===== config.mk =====
export PLATFORM = sky130hd
export DESIGN_NAME = rx_gain_seq
export DESIGN_NICKNAME = d
export VERILOG_FILES = /design/src/rtl/rx_gain_seq.sv
export SDC_FILE = /design/constraint.sdc
export NUM_CORES = 1
export LEC_CHECK = 0
export BUFFER_PORTS_ARGS = -buffer_cell sky130_fd_sc_hd__buf_2
export CORE_UTILIZATION = 53
export CTS_CLUSTER_SIZE = 14
export DETAILED_ROUTE_END_ITERATION = 8
export HOLD_SLACK_MARGIN = 0.15
export PLACE_DENSITY_LB_ADDON = 0.05
export SLEW_MARGIN = 20
export SYNTH_ARGS = -nofsm -noshare
export SYNTH_HDL_FRONTEND = slang
export SYNTH_SLANG_ARGS = --single-unit

===== constraint.sdc =====
create_clock -name clk -period 2.9 [get_ports clk]
set_input_delay 0.58 -clock clk [delete_from_list [all_inputs] [get_ports clk]]
set_output_delay 0.58 -clock clk [all_outputs]
set_load 0.01 [all_outputs]

===== src/rtl/rx_gain_seq.sv =====
module rx_gain_seq #(
  parameter int AMP_W   = 3,
  parameter int HYS_W   = 2,
  parameter int AGC_WIN = 6
) (
  input  logic                   clk,
  input  logic                   rst_n,
  input  logic                   agc_en,
  input  logic                   agl_en,
  input  logic [AMP_W+HYS_W-1:0] man_code,
  input  logic                   frame_start,
  input  logic                   pre_tick,
  input  logic                   ovr_i,
  input  logic                   ovr_q,
  input  logic                   nse_i,
  input  logic                   nse_q,
  output logic [AMP_W+HYS_W-1:0] gain_i,
  output logic [AMP_W+HYS_W-1:0] gain_q,
  output logic [AMP_W-1:0]       agc_level,
  output logic                   agc_done,
  output logic [AMP_W-1:0]       agl_level_i,
  output logic [AMP_W-1:0]       agl_level_q,
  output logic                   agl_done_i,
  output logic                   agl_done_q
);
  localparam int AMP_TOP = (1 << AMP_W) - 1;
  localparam int LIM_I   = (AGC_WIN < AMP_TOP) ? AGC_WIN : AMP_TOP;
  localparam logic [AMP_W-1:0] AMP_MAX = AMP_TOP[AMP_W-1:0];
  localparam logic [AMP_W-1:0] LIM     = LIM_I[AMP_W-1:0];

  logic [AMP_W-1:0] agc_att;
  logic             agc_act;
  logic             agc_fin;
  logic             agl_en_q;
  logic             agl_rise;
  logic             agl_fall;
  logic [AMP_W-1:0] agl_att  [2];
  logic [1:0]       agl_busy;
  logic [1:0]       agl_fin;
  logic [1:0]       nse;
  logic             any_ovr;

  assign any_ovr  = ovr_i | ovr_q;
  assign nse      = {nse_q, nse_i};
  assign agl_rise = agl_en & ~agl_en_q;
  assign agl_fall = ~agl_en & agl_en_q;

  always_ff @(posedge clk or negedge rst_n) begin
    if (!rst_n) begin
      agc_att <= '0;
      agc_act <= 1'b0;
      agc_fin <= 1'b0;
    end else if (agc_en && frame_start) begin
      agc_att <= '0;
      agc_act <= 1'b1;
      agc_fin <= 1'b0;
    end else if (agc_en && agc_act && pre_tick) begin
      if (any_ovr && agc_att != LIM) begin
        agc_att <= agc_att + 1'b1;
        if (agc_att == LIM - 1'b1) begin
          agc_act <= 1'b0;
          agc_fin <= 1'b1;
        end
      end else begin
        agc_act <= 1'b0;
        agc_fin <= 1'b1;
      end
    end
  end

  always_ff @(posedge clk or negedge rst_n) begin
    if (!rst_n) agl_en_q <= 1'b0;
    else        agl_en_q <= agl_en;
  end

  for (genvar c = 0; c < 2; c++) begin : g_lvl
    always_ff @(posedge clk or negedge rst_n) begin
      if (!rst_n) begin
        agl_att[c]  <= '0;
        agl_busy[c] <= 1'b0;
        agl_fin[c]  <= 1'b0;
      end else if (agl_rise) begin
        agl_att[c]  <= '0;
        agl_busy[c] <= 1'b1;
        agl_fin[c]  <= 1'b0;
      end else if (agl_fall) begin
        agl_busy[c] <= 1'b0;
        agl_fin[c]  <= 1'b0;
      end else if (agl_busy[c] && pre_tick) begin
        if (nse[c] && agl_att[c] != AMP_MAX) begin
          agl_att[c] <= agl_att[c] + 1'b1;
          if (agl_att[c] == AMP_MAX - 1'b1) begin
            agl_busy[c] <= 1'b0;
            agl_fin[c]  <= 1'b1;
          end
        end else begin
          agl_busy[c] <= 1'b0;
          agl_fin[c]  <= 1'b1;
        end
      end
    end
  end

  wire [HYS_W-1:0] hys = man_code[HYS_W-1:0];

  assign gain_i = agl_en ? {agl_att[0], hys} : agc_en ? {agc_att, hys} : man_code;
  assign gain_q = agl_en ? {agl_att[1], hys} : agc_en ? {agc_att, hys} : man_code;

  assign agc_level   = agc_att;
  assign agc_done    = agc_fin;
  assign agl_level_i = agl_att[0];
  assign agl_level_q = agl_att[1];
  assign agl_done_i  = agl_fin[0];
  assign agl_done_q  = agl_fin[1];


  agc_single_step_chk: assert property (@(posedge clk) disable iff (!rst_n)
    !frame_start |=> (agc_att == $past(agc_att) || agc_att == $past(agc_att) + 1'b1));


  agc_hold_when_done_chk: assert property (@(posedge clk) disable iff (!rst_n)
    (agc_fin && !frame_start) |=> $stable(agc_att));


  agc_window_bound_chk: assert property (@(posedge clk) disable iff (!rst_n)
    agc_att <= LIM);


  agl_freeze_i_chk: assert property (@(posedge clk) disable iff (!rst_n)
    (agl_fin[0] && agl_en) |=> $stable(agl_att[0]));


  agl_freeze_q_chk: assert property (@(posedge clk) disable iff (!rst_n)
    (agl_fin[1] && agl_en) |=> $stable(agl_att[1]));


  agc_idle_chk: assert property (@(posedge clk) disable iff (!rst_n)
    !agc_en |=> ($stable(agc_att) && $stable(agc_fin)));


  agc_lockstep_chk: assert property (@(posedge clk) disable iff (!rst_n)
    (agc_en && !agl_en) |-> gain_i == gain_q);
endmodule


### Word-level counts from Yosys, hierarchy flattened

Index checks and enable logic that the tools add are counted.

* multiply operators: 0
* shifts and indexed selects: 0
* bitwise logic cells: 5
* $add $sub $neg: 3
* reductions and logical operators: 22
* order comparisons: 0
* multiplexer cells: 42
* div/mod/pow operators: 0
* equality and inequality tests: 10

Operator list (number)
* $mux W3: 11
* $mux W1: 28
* $mux W5: 3
* $reduce_bool A2 Y1: 6
* $add A3 B1 Y3 const B: 3
* $eq A3 B3 Y1 const B: 3
* $ne A3 B3 Y1 const B: 3
* $logic_and A1 B1 Y1: 8
* $ne A4 B3 Y1 const B: 2
* $reduce_and A2 Y1: 4
* $reduce_and A3 Y1: 2
* $reduce_bool A3 Y1: 2
* $ne A3 B2 Y1 const B: 1
* $and A1 B1 Y1: 2
* $ne A2 B2 Y1 const B: 1
* $not A1 Y1: 2
* $or A1 B1 Y1: 1

* memory bits (read-only): 0
* bits of input ports: 15
* memories kept: 0
* bits in writable memories: 0
* flip-flop bits (word level): 16
* latch bits: 0
* logic and storage cells: 92

### Longest topological paths before layout

Gate-level depths: netlist of the first run.

* depth in word-level cells: 6
* depth in mapped cells: 6

### Worst setup path after synthesis of the first run

No wires, ideal clock.

* path kind: input port to flip-flop
* start: input port agl_en
* end: register agl_att, in the netlist agl_level_i[1]
* buffers on the path: 1
* cell stages on the path: 5
* setup slack: 1.060 ns
* data required time: 2.813 ns
* arrival: 1.754 ns
* cell sequence: clkbuf_1 inv_1 ha_1 or4_1 o211ai_1

* word-level cells in the longest chain between the ends: 4

Ends and longest elaborated chain
* from (decl): line 9 `input logic agl_en,`
* $not A1 Y1: line 46 `assign agl_fall = ~agl_en & agl_en_q;`
* $and A1 B1 Y1: line 46
* $ne A2 B2 Y1 (no source line)
* $reduce_and A3 Y1 (no source line)
* to (signal, indexed assignment): line 91 `agl_att[c] <= agl_att[c] + 1'b1;`
* to (decl): line 37 `logic [AMP_W-1:0] agl_att [2];`

Parallel ways exist; a longest one is shown, timed or not.
A chain may end at the register's enable or synchronous reset.

### Worst setup path in the final report of the first run

* start: input port agc_en
* end: output port gain_q[4]

* word-level cells in the longest chain between the ends: 2

Ends and longest elaborated chain
* from (decl): line 8 `input logic agc_en,`
* $mux W5 (2 in a row): line 107 `assign gain_q = agl_en ? {agl_att[1], hys} : agc_en ? {agc_att, hys} : man_code;`
* to (decl): line 18 `output logic [AMP_W+HYS_W-1:0] gain_q,`

Every way passes these cells.

==> key figures, run 1 <==
Floorplanning
  • Area inside the core boundary: around 1800 sq um
  • Die height: ~47 um
  • # IOs: 37
  • Die X: between 40 and 50 um
  • Number of rows in the core area: 15
  • Die area: between 2000 and 2500 sq um
  • Starting density of the core: 0.5931

Worst setup path
  • Nature of the critical path endpoint: primary output
  • Highest net fanout along the worst path: 11
  • Required arrival time at the worst endpoint: about 2300 ps
  • Beginning of the worst register-to-register path: agl_level_i[1]
  • Slack of the worst reg-to-reg path: 1180 ps
  • Critical path class: input port to primary output
  • Critical Path AT: approximately 1400 ps
  • Crit start category: input port
  • Endpoint of the worst register-to-register path: agl_level_i[2]
  • Number of cells traversed by the worst register-to-register path: 5

Placement
  • IO buf count: 30
  • Final HPWL DP: ~1.7 mm
  • Cell total after placement: 160
  • Final estimated routing congestion in global placement: about 0.81

Global routing
  • Overflow left after global routing: 0
  • Antenna violations before repair: 0
  • GRT Overall Usage: 0.2297
  • First-pass GRT wire length: 3.498 mm
  • Vias in the first global route: a little under 800
  • Pin count of the biggest net entering global routing: 17

STA
  • Transition time at the pin with the least slew margin: roughly 370 ps
  • Sum of negative setup slack: 0 ps
  • RSZ-0062 raised after global routing: false
  • Setup violation total in the final timing report: 0
  • Share of the cycle needed by the critical path after routing: 0.6694
  • Final Hold Viols: 0
  • Clock skew after layout: 1.599 ps
  • Max-slew headroom at the worst pin: 0.7558
  • Count of pins over their slew limit: 0
  • Post-route minimum period: around 1900 ps
  • Top achievable clock speed: 0.5151 GHz

Layout
  • Antenna Diode Count: 0
  • Layout cell share with drive strength beyond 1: 0.2806
  • Non-filler cells, final: around 160
  • Layout Nets: 166
  • Layout overhead on the synthesized area: 15.93%
  • Count of filler cells inserted in the layout: ~150

Logic synthesis
  • Total nets after synthesis: around 140
  • Share of synthesized area occupied by flip-flops and latches: 0.3747
  • Syn Std Cell Area: 1069 sq um
  • Number of synthesized register bits: 16
  • Synthesized area per cell: 9.456 sq um
  • Dominant cell type by area after synthesis: sky130_fd_sc_hd__dfrtp_1
  • Synthesis warning total: 0
  • Distinct cell type count after synthesis: 31
  • Portion of synthesized cell area occupied by the leading cell type: 0.3747
  • Cells taking the most area after synthesis: sky130_fd_sc_hd__dfrtp_1 37%, sky130_fd_sc_hd__ha_1 13%, sky130_fd_sc_hd__a21oi_1 5.2%
  • Cell count after synthesis: between 100 and 150

Power and ir drop
  • Leakage Power: around 0.00063 uW
  • Maximum VDD drop: ~0.46 mV
  • Total power divided by cell area: approximately 530 nW/um^2

Route
  • Met1 Wirelength: between 1 and 1.5 mm
  • Met3 wire length: 87 um
  • Length of the first detailed-routing pass in iterations: 4
  • Met2 WL post-DR: 968 um
  • Violation count after the first detailed-route iteration: 11
  • Via count: 907
  • Detailed-route wire length per cell: between 10 and 15 um
  • Total DRC errors in the routed layout: 0
  • Ratio of routed vias to standard cells: approximately 5.5
  • Highest routed layer: met4
  • ANT nets after route: 0
  • Wire length reported by the detailed router: about 2.2 mm

Clocking
  • Clock tree root driver cell: sky130_fd_sc_hd__clkbuf_4
  • Post-CTS Setup Bufs: 0
  • Post-CTS sizing: 0
  • Clock tree from TritonCTS: yes
  • # H-tree levels: 1
  • Insertion delay of the later-clocked pin in the worst-skew pair: 290 ps
  • Clock transition at path regs: 100 ps
  • Num Clock Sinks: 16
  • CTS Hold Buffers Added: 0
  • TritonCTS Buffers: 3
  • Worst-case clock buffer depth: 2

Min path
  • Type of the tightest min-delay check: input port to async pin

Flow run
  • Max-Cap Viols: 0

Status
  • Outcome: completed
-- per-stage QoR --
stage | hold WS, ps | worst slack, ps | power (uW) | area, sq um | util
floorplan | 284.4 | 1060 | 426.7 | 1069 | -
global route | 194.6 | 926.9 | 703.8 | 1239 | 0.6875
CTS | 191.6 | 987.5 | 659.4 | 1239 | 0.6875
finish | 181.5 | 958.8 | 655.9 | 1239 | 0.6875
detailed placement | 473.9 | 993.5 | 506.7 | 1202 | 0.6674
global placement | 469.8 | 1034 | 498.9 | 1202 | 0.6674
-- Yosys cell counts (all sizes together) --
| cell type | instances |
|---|---|
| a31oi | 2 |
| nand3 | 3 |
| clkbuf | 2 |
| or3 | 3 |
| nor2b | 4 |
| o2bb2ai | 1 |
| a21boi | 3 |
| and4b | 1 |
| nand4 | 2 |
| ha | 11 |
| o21a | 2 |
| nor2 | 2 |
| o21ai | 6 |
| o22ai | 2 |
| a211oi | 3 |
| dfrtp | 16 |
| inv | 13 |
| buf | 6 |
| and3 | 1 |
| a21oi | 11 |
| a32o | 1 |
| or4b | 1 |
| or4 | 2 |
| nand2 | 7 |
| o211ai | 2 |
| mux2i | 4 |
| nand4b | 1 |
| o311ai | 1 |
-- placed cells by master, fill, tap and decap left out, types with 2 or more instances in the layout --
cell type	n
sky130_fd_sc_hd__a31oi_1	2
sky130_fd_sc_hd__o22ai_1	2
sky130_fd_sc_hd__nor2_1	2
sky130_fd_sc_hd__nand3_1	3
sky130_fd_sc_hd__o21a_1	2
sky130_fd_sc_hd__mux2i_1	4
sky130_fd_sc_hd__or4_1	2
sky130_fd_sc_hd__a211oi_1	3
sky130_fd_sc_hd__a21boi_0	2
sky130_fd_sc_hd__clkbuf_4	3
sky130_fd_sc_hd__dfrtp_1	16
sky130_fd_sc_hd__nand2_1	7
sky130_fd_sc_hd__nor2b_1	4
sky130_fd_sc_hd__o21ai_0	6
sky130_fd_sc_hd__nand4_1	2
sky130_fd_sc_hd__inv_1	13
sky130_fd_sc_hd__or3_1	3
sky130_fd_sc_hd__ha_1	11
sky130_fd_sc_hd__buf_2	30
sky130_fd_sc_hd__a21oi_1	11
-- final cells by class --
type	count	area (sq um)	share of cell area
inverters	13	48.80	0.03939
well taps	25	31.28	0.02525
repair buffers	30	150.1	0.1212
multi-input cells	76	571.8	0.4616
clock buffers	4	36.28	0.02929
flip-flops and latches	16	400.4	0.3232
-- routing by layer --
layer	GRT usage	vias to the layer above
li1	-	453
met1	0.3317	431
met2	0.3528	21
met3	0.03462	2
met4	0.07429	0
met5	0	-
-- cells by family (layout without fill, tap and decap cells) --
group | Yosys count | count (layout) | synth area share
flops | 16 | 16 | 0.3747
compound gates | 34 | 34 | 0.2037
buf+inv | 21 | 47 | 0.09017
mux | 4 | 4 | 0.03747
fa+ha+maj | 11 | 11 | 0.1288
simple gates | 27 | 27 | 0.1651
-- state kept, by name, summed over array words and instances (netlist names) --
name and cells:
agc_done 1, agl_busy 2, agl_level_i 3, agl_done_q 1, agl_done_i 1, agl_en_q 1
agl_level_q 3, agc_act 1, agc_level 3
-- report_power, final --
part           internal (uW)  switching, uW
sequential               257           40.2
clock                   76.6           77.0
combinational           88.9            116
-- worst max-delay path: stages --
cell	delay, ps
sky130_fd_sc_hd__buf_2	190
sky130_fd_sc_hd__nor2b_1	70
sky130_fd_sc_hd__a211oi_1	310
sky130_fd_sc_hd__a21oi_1	60
sky130_fd_sc_hd__buf_2	150
-- how the worst max path moves through the flow --
stage,slack (ps),startpoint,end,cells past startpoint
after floorplan,1060,agl_en,agl_level_i[1],5
after CTS,990,agc_en,gain_q[4],5
after global placement,1030,agc_en,gain_q[2],5
after global routing,930,agc_en,gain_q[4],5
final,960,agc_en,gain_q[4],5
after detailed placement,990,agc_en,gain_q[4],5
(Power assumes the default switching activity.)
==> inputs of run 2 (changes only) <==
Settings changed: ABC_AREA set to 1, CORE_UTILIZATION 53 to 44.
Clock period 2.9 ns to 1.7 ns, I/O delays scaled along.
==> run 2 against run 1 <==
Effect of this change:
- via count grew 13%
- flip-flop and latch count stayed put
- non-clock buffer count up 2
- cell area up 4.3%
- worst hold slack better by 76 ps
- global-route usage shrank 3.0 points
- register-to-register slack worse by 930 ps
- largest cell class unchanged
- die area up 21%
- routed wire length increased by 7.0%
==> key figures, run 2 <==
Global routing
  • Pin count of the biggest net entering global routing: 17 (unchanged)
  • GRT Overall Usage: 0.1996 (-0.03004)
  • Overflow left after global routing: 0 (unchanged)
  • Vias in the first global route: 886 (+13%)
  • First-pass GRT wire length: 3.898 mm (+11%)
  • Antenna violations before repair: 0 (unchanged)

Route
  • Ratio of routed vias to standard cells: 4.914 (-11%)
  • Wire length reported by the detailed router: 2.353 mm (+7.0%)
  • Violation count after the first detailed-route iteration: 11 (unchanged)
  • ANT nets after route: 0 (unchanged)
  • Via count: 1027 (+13%)
  • Length of the first detailed-routing pass in iterations: 4 (unchanged)
  • Total DRC errors in the routed layout: 0 (unchanged)
  • Detailed-route wire length per cell: 11.26 um (-16%)

Layout
  • Final std cell area, no fill: 1292 sq um (+4.3%)
  • Count of filler cells inserted in the layout: 213 (+45%)
  • Area occupied by multi-input gates: 569.3 sq um (-0.44%)
  • Layout Nets: 208 (+25%)
  • Layout overhead on the synthesized area: 19.01%
  • Commonest cells after routing, fill and taps aside: 52 x sky130_fd_sc_hd__nand2_1, 30 x sky130_fd_sc_hd__buf_2, 22 x sky130_fd_sc_hd__inv_1, 15 x sky130_fd_sc_hd__dfrtp_1, 12 x sky130_fd_sc_hd__nand3_1
  • Layout cell share with drive strength beyond 1: 0.2265 (-0.05406)
  • Antenna Diode Count: 0 (unchanged)
  • Most frequent standard cell in the layout excluding fill and tap cells: sky130_fd_sc_hd__nand2_1
  • Area of all sequential standard cells: 401.6 sq um (+0.31%)

Logic synthesis
  • Synthesized area per cell: 7.240 sq um (-23%)
  • Share of synthesized area spent on multiplexers: 0 (-0.03747)
  • Ys flop type: sky130_fd_sc_hd__dfrtp_1
  • Distinct cell type count after synthesis: 13 (-58%)
  • XOR/XNOR Fraction of Synth Area: 0 (unchanged)
  • Adder-cell share of the synthesized area: 0.1267 (-0.002078)
  • Cell count after synthesis: 150 (+33%)
  • Syn Std Cell Area: 1086 sq um (+1.6%)
  • Compound-cell area share of the yosys netlist: 0.06567 (-0.1381)
  • Share of synthesized area occupied by flip-flops and latches: 0.3687 (-0.006044)
  • Most used standard cell by instance count after synthesis: sky130_fd_sc_hd__nand2_1
  • Portion of synthesized cell area occupied by the leading cell type: 0.3687 (-0.006044)
  • Post-synth top cells: 52 x sky130_fd_sc_hd__nand2_1, 22 x sky130_fd_sc_hd__inv_1, 16 x sky130_fd_sc_hd__dfrtp_1
  • EDFF count, synth: 0 (unchanged)
  • Simple-gate share of the synthesized area: 0.3318 (+0.1667)
  • Dominant cell type by area after synthesis: sky130_fd_sc_hd__dfrtp_1
  • Dominant combinational cell family by area after synthesis: simple AND/OR/NAND/NOR gates
  • Total nets after synthesis: 176 (+27%)
  • Synthesis warning total: 0 (unchanged)
  • Number of synthesized register bits: 16 (unchanged)
  • Share of async-settable or async-resettable flops after synthesis: 1.000 (unchanged)
  • Cells taking the most area after synthesis: sky130_fd_sc_hd__dfrtp_1 37%, sky130_fd_sc_hd__nand2_1 18%, sky130_fd_sc_hd__ha_1 13%

Worst setup path
  • Critical path class: flop to primary output
  • Capture point of the critical path: gain_i[2]
  • Number of cells traversed by the worst register-to-register path: 8 (+3)
  • Critical path launch point: agc_level[0]
  • Endpoint of the worst register-to-register path: agl_level_i[2]
  • Beginning of the worst register-to-register path: agl_level_i[1]
  • Worst path slowest cell: sky130_fd_sc_hd__dfrtp_2
  • Longest individual stage delay on the worst path: 450 ps (+140 ps)
  • Highest net fanout along the worst path: 5 (-6)
  • Required arrival time at the worst endpoint: 1360 ps (-960 ps)
  • Slack of the worst reg-to-reg path: 250 ps (-930 ps)
  • Critical Path AT: 1250 ps (-110 ps)
  • Crit start category: flop
  • Nature of the critical path endpoint: primary output
  • Critical Path, Cell by Cell: inv_1, a21oi_1, o21ai_1, o21ai_0, buf_2

Clocking
  • Clock transition at path regs: 100 ps (about the same)
  • # H-tree levels: 1 (unchanged)
  • Worst-case clock buffer depth: 2 (unchanged)
  • Num Clock Sinks: 16 (unchanged)
  • Clock tree root driver cell: sky130_fd_sc_hd__clkbuf_4
  • Insertion delay of the later-clocked pin in the worst-skew pair: 290 ps (about the same)
  • TritonCTS Buffers: 3 (unchanged)
  • Clock tree from TritonCTS: yes

Placement
  • Final HPWL DP: 1.822 mm (+7.4%)
  • Total placed instance area: 1237 sq um (+2.9%)
  • Final estimated routing congestion in global placement: 0.8134 (-0.18%)
  • IO buf count: 30 (unchanged)

Floorplanning
  • Die X: 51.68 um (+10%)
  • Number of rows in the core area: 17 (+2)
  • Die area: 2671 sq um (+21%)
  • Starting density of the core: 0.4772 (-0.1159)
  • Area inside the core boundary: 2276 sq um (+26%)
  • # IOs: 37 (unchanged)
  • Die height: 51.68 um (+10%)

STA
  • Top achievable clock speed: about 0.63 GHz
  • RSZ-0062 raised after global routing: false
  • Share of the cycle needed by the critical path after routing: 0.9345
  • Transition time at the pin with the least slew margin: 367.2 ps (+0.9296 ps)
  • Count of pins over their slew limit: 0 (unchanged)
  • Max-slew headroom at the worst pin: 0.7552 (about the same)
  • Clock skew after layout: 5.245 ps (+3.646 ps)
  • Final Hold Viols: 0 (unchanged)
  • Sum of negative setup slack: 0 ps (unchanged)
  • Setup violation total in the final timing report: 0 (unchanged)
  • Post-route minimum period: 1589 ps

Power and ir drop
  • Final Power: 1340 uW (+100%)
  • Leakage Power: 0.0007969 uW (+26%)
  • Total power divided by cell area: 1037 nW/um^2 (+96%)
  • Maximum VDD drop: 0.6194 mV (+35%)

Status
  • Outcome: completed

Flow run
  • Max-Cap Viols: 0 (unchanged)

Min path
  • Type of the tightest min-delay check: input port to flop
-- run 2: cell types whose count changed in the layout (fill, tap and decap cells not counted), sizes merged, moves of 3 or more --
cell    before  now
nand4        2    8
mux2i        4    0
a211oi       3    0
nand3        3   12
nand2        7   56
inv         13   22
a21oi       11    6
nor2b        4    0
or3          3    0
a21boi       3    0
nor2         2    8
-- run 2: how the worst min path moves through the flow --
stage / from / endpoint / slack, ps / cells past startpoint
final: agl_en / agl_en_q / 260 / 1
after global routing: agl_en / agl_en_q / 260 / 1
after CTS: agl_en / agl_en_q / 260 / 1
after detailed placement: rst_n / agl_level_q[0] / 280 / 1
after global placement: rst_n / agl_level_q[0] / 280 / 1
after floorplan: rst_n / agc_act / 40 / 0
-- run 2: logic make-up (layout without fill, tap and decap cells) --
kind of cell	count (synthesis)	after routing
simple gates	84	84
buf+inv	27	58
flops	16	16
compound gates	12	12
fa+ha+maj	11	11
-- run 2: what timing repair did --
item / CTS / global route
gates resized for setup: 0 / 2
hold buffers: 1 / 0
endpoints found under the hold margin: 16 / 0
buffers inserted: 0 / 1
setup endpoints to repair: 0 / 2
-- run 2: routing by layer --
metal  vias to the layer above  part of all wire  GRT usage
met5                         -                 0          0
met2                        30              0.43     0.3095
met3                         4             0.057    0.03801
met4                         0            0.0085    0.06306
met1                       460              0.50     0.2789
li1                        533                 -          -
-- run 2: stage by stage --
step           std cells  utilization  setup slack (ps)  hold slack, ps
2_1_floorplan        150            -             364.9           44.41
3_3_place_gp         203       0.5437             275.4           277.1
3_5_place_dp         203       0.5437             228.4           279.8
4_1_cts              208       0.5640             27.83           255.7
5_1_grt              209       0.5679             12.46           262.1
6_report             209       0.5679             111.3           257.1
-- run 2: area by class of cell --
type | instances | share of cell area
sequential | 16 | 0.3107
tap | 28 | 0.02711
multi-input combinational | 107 | 0.4405
clock buffer | 4 | 0.02807
timing repair buffer | 32 | 0.1297
inverter | 22 | 0.06389
-- run 2: power by group --
group	total, uW	switching, uW	internal (uW)	leakage (uW)
registers	561	97.8	463	0.000207
clock network	262	131	130	0.0000210
logic	517	300	217	0.000568
-- run 2: critical path: cells and delay by family (launching register included) --
family                 cells  cell delay [ps]
flip-flops                 1              450
AO/OA/AOI/OAI              3              270
buffers and inverters      2              230
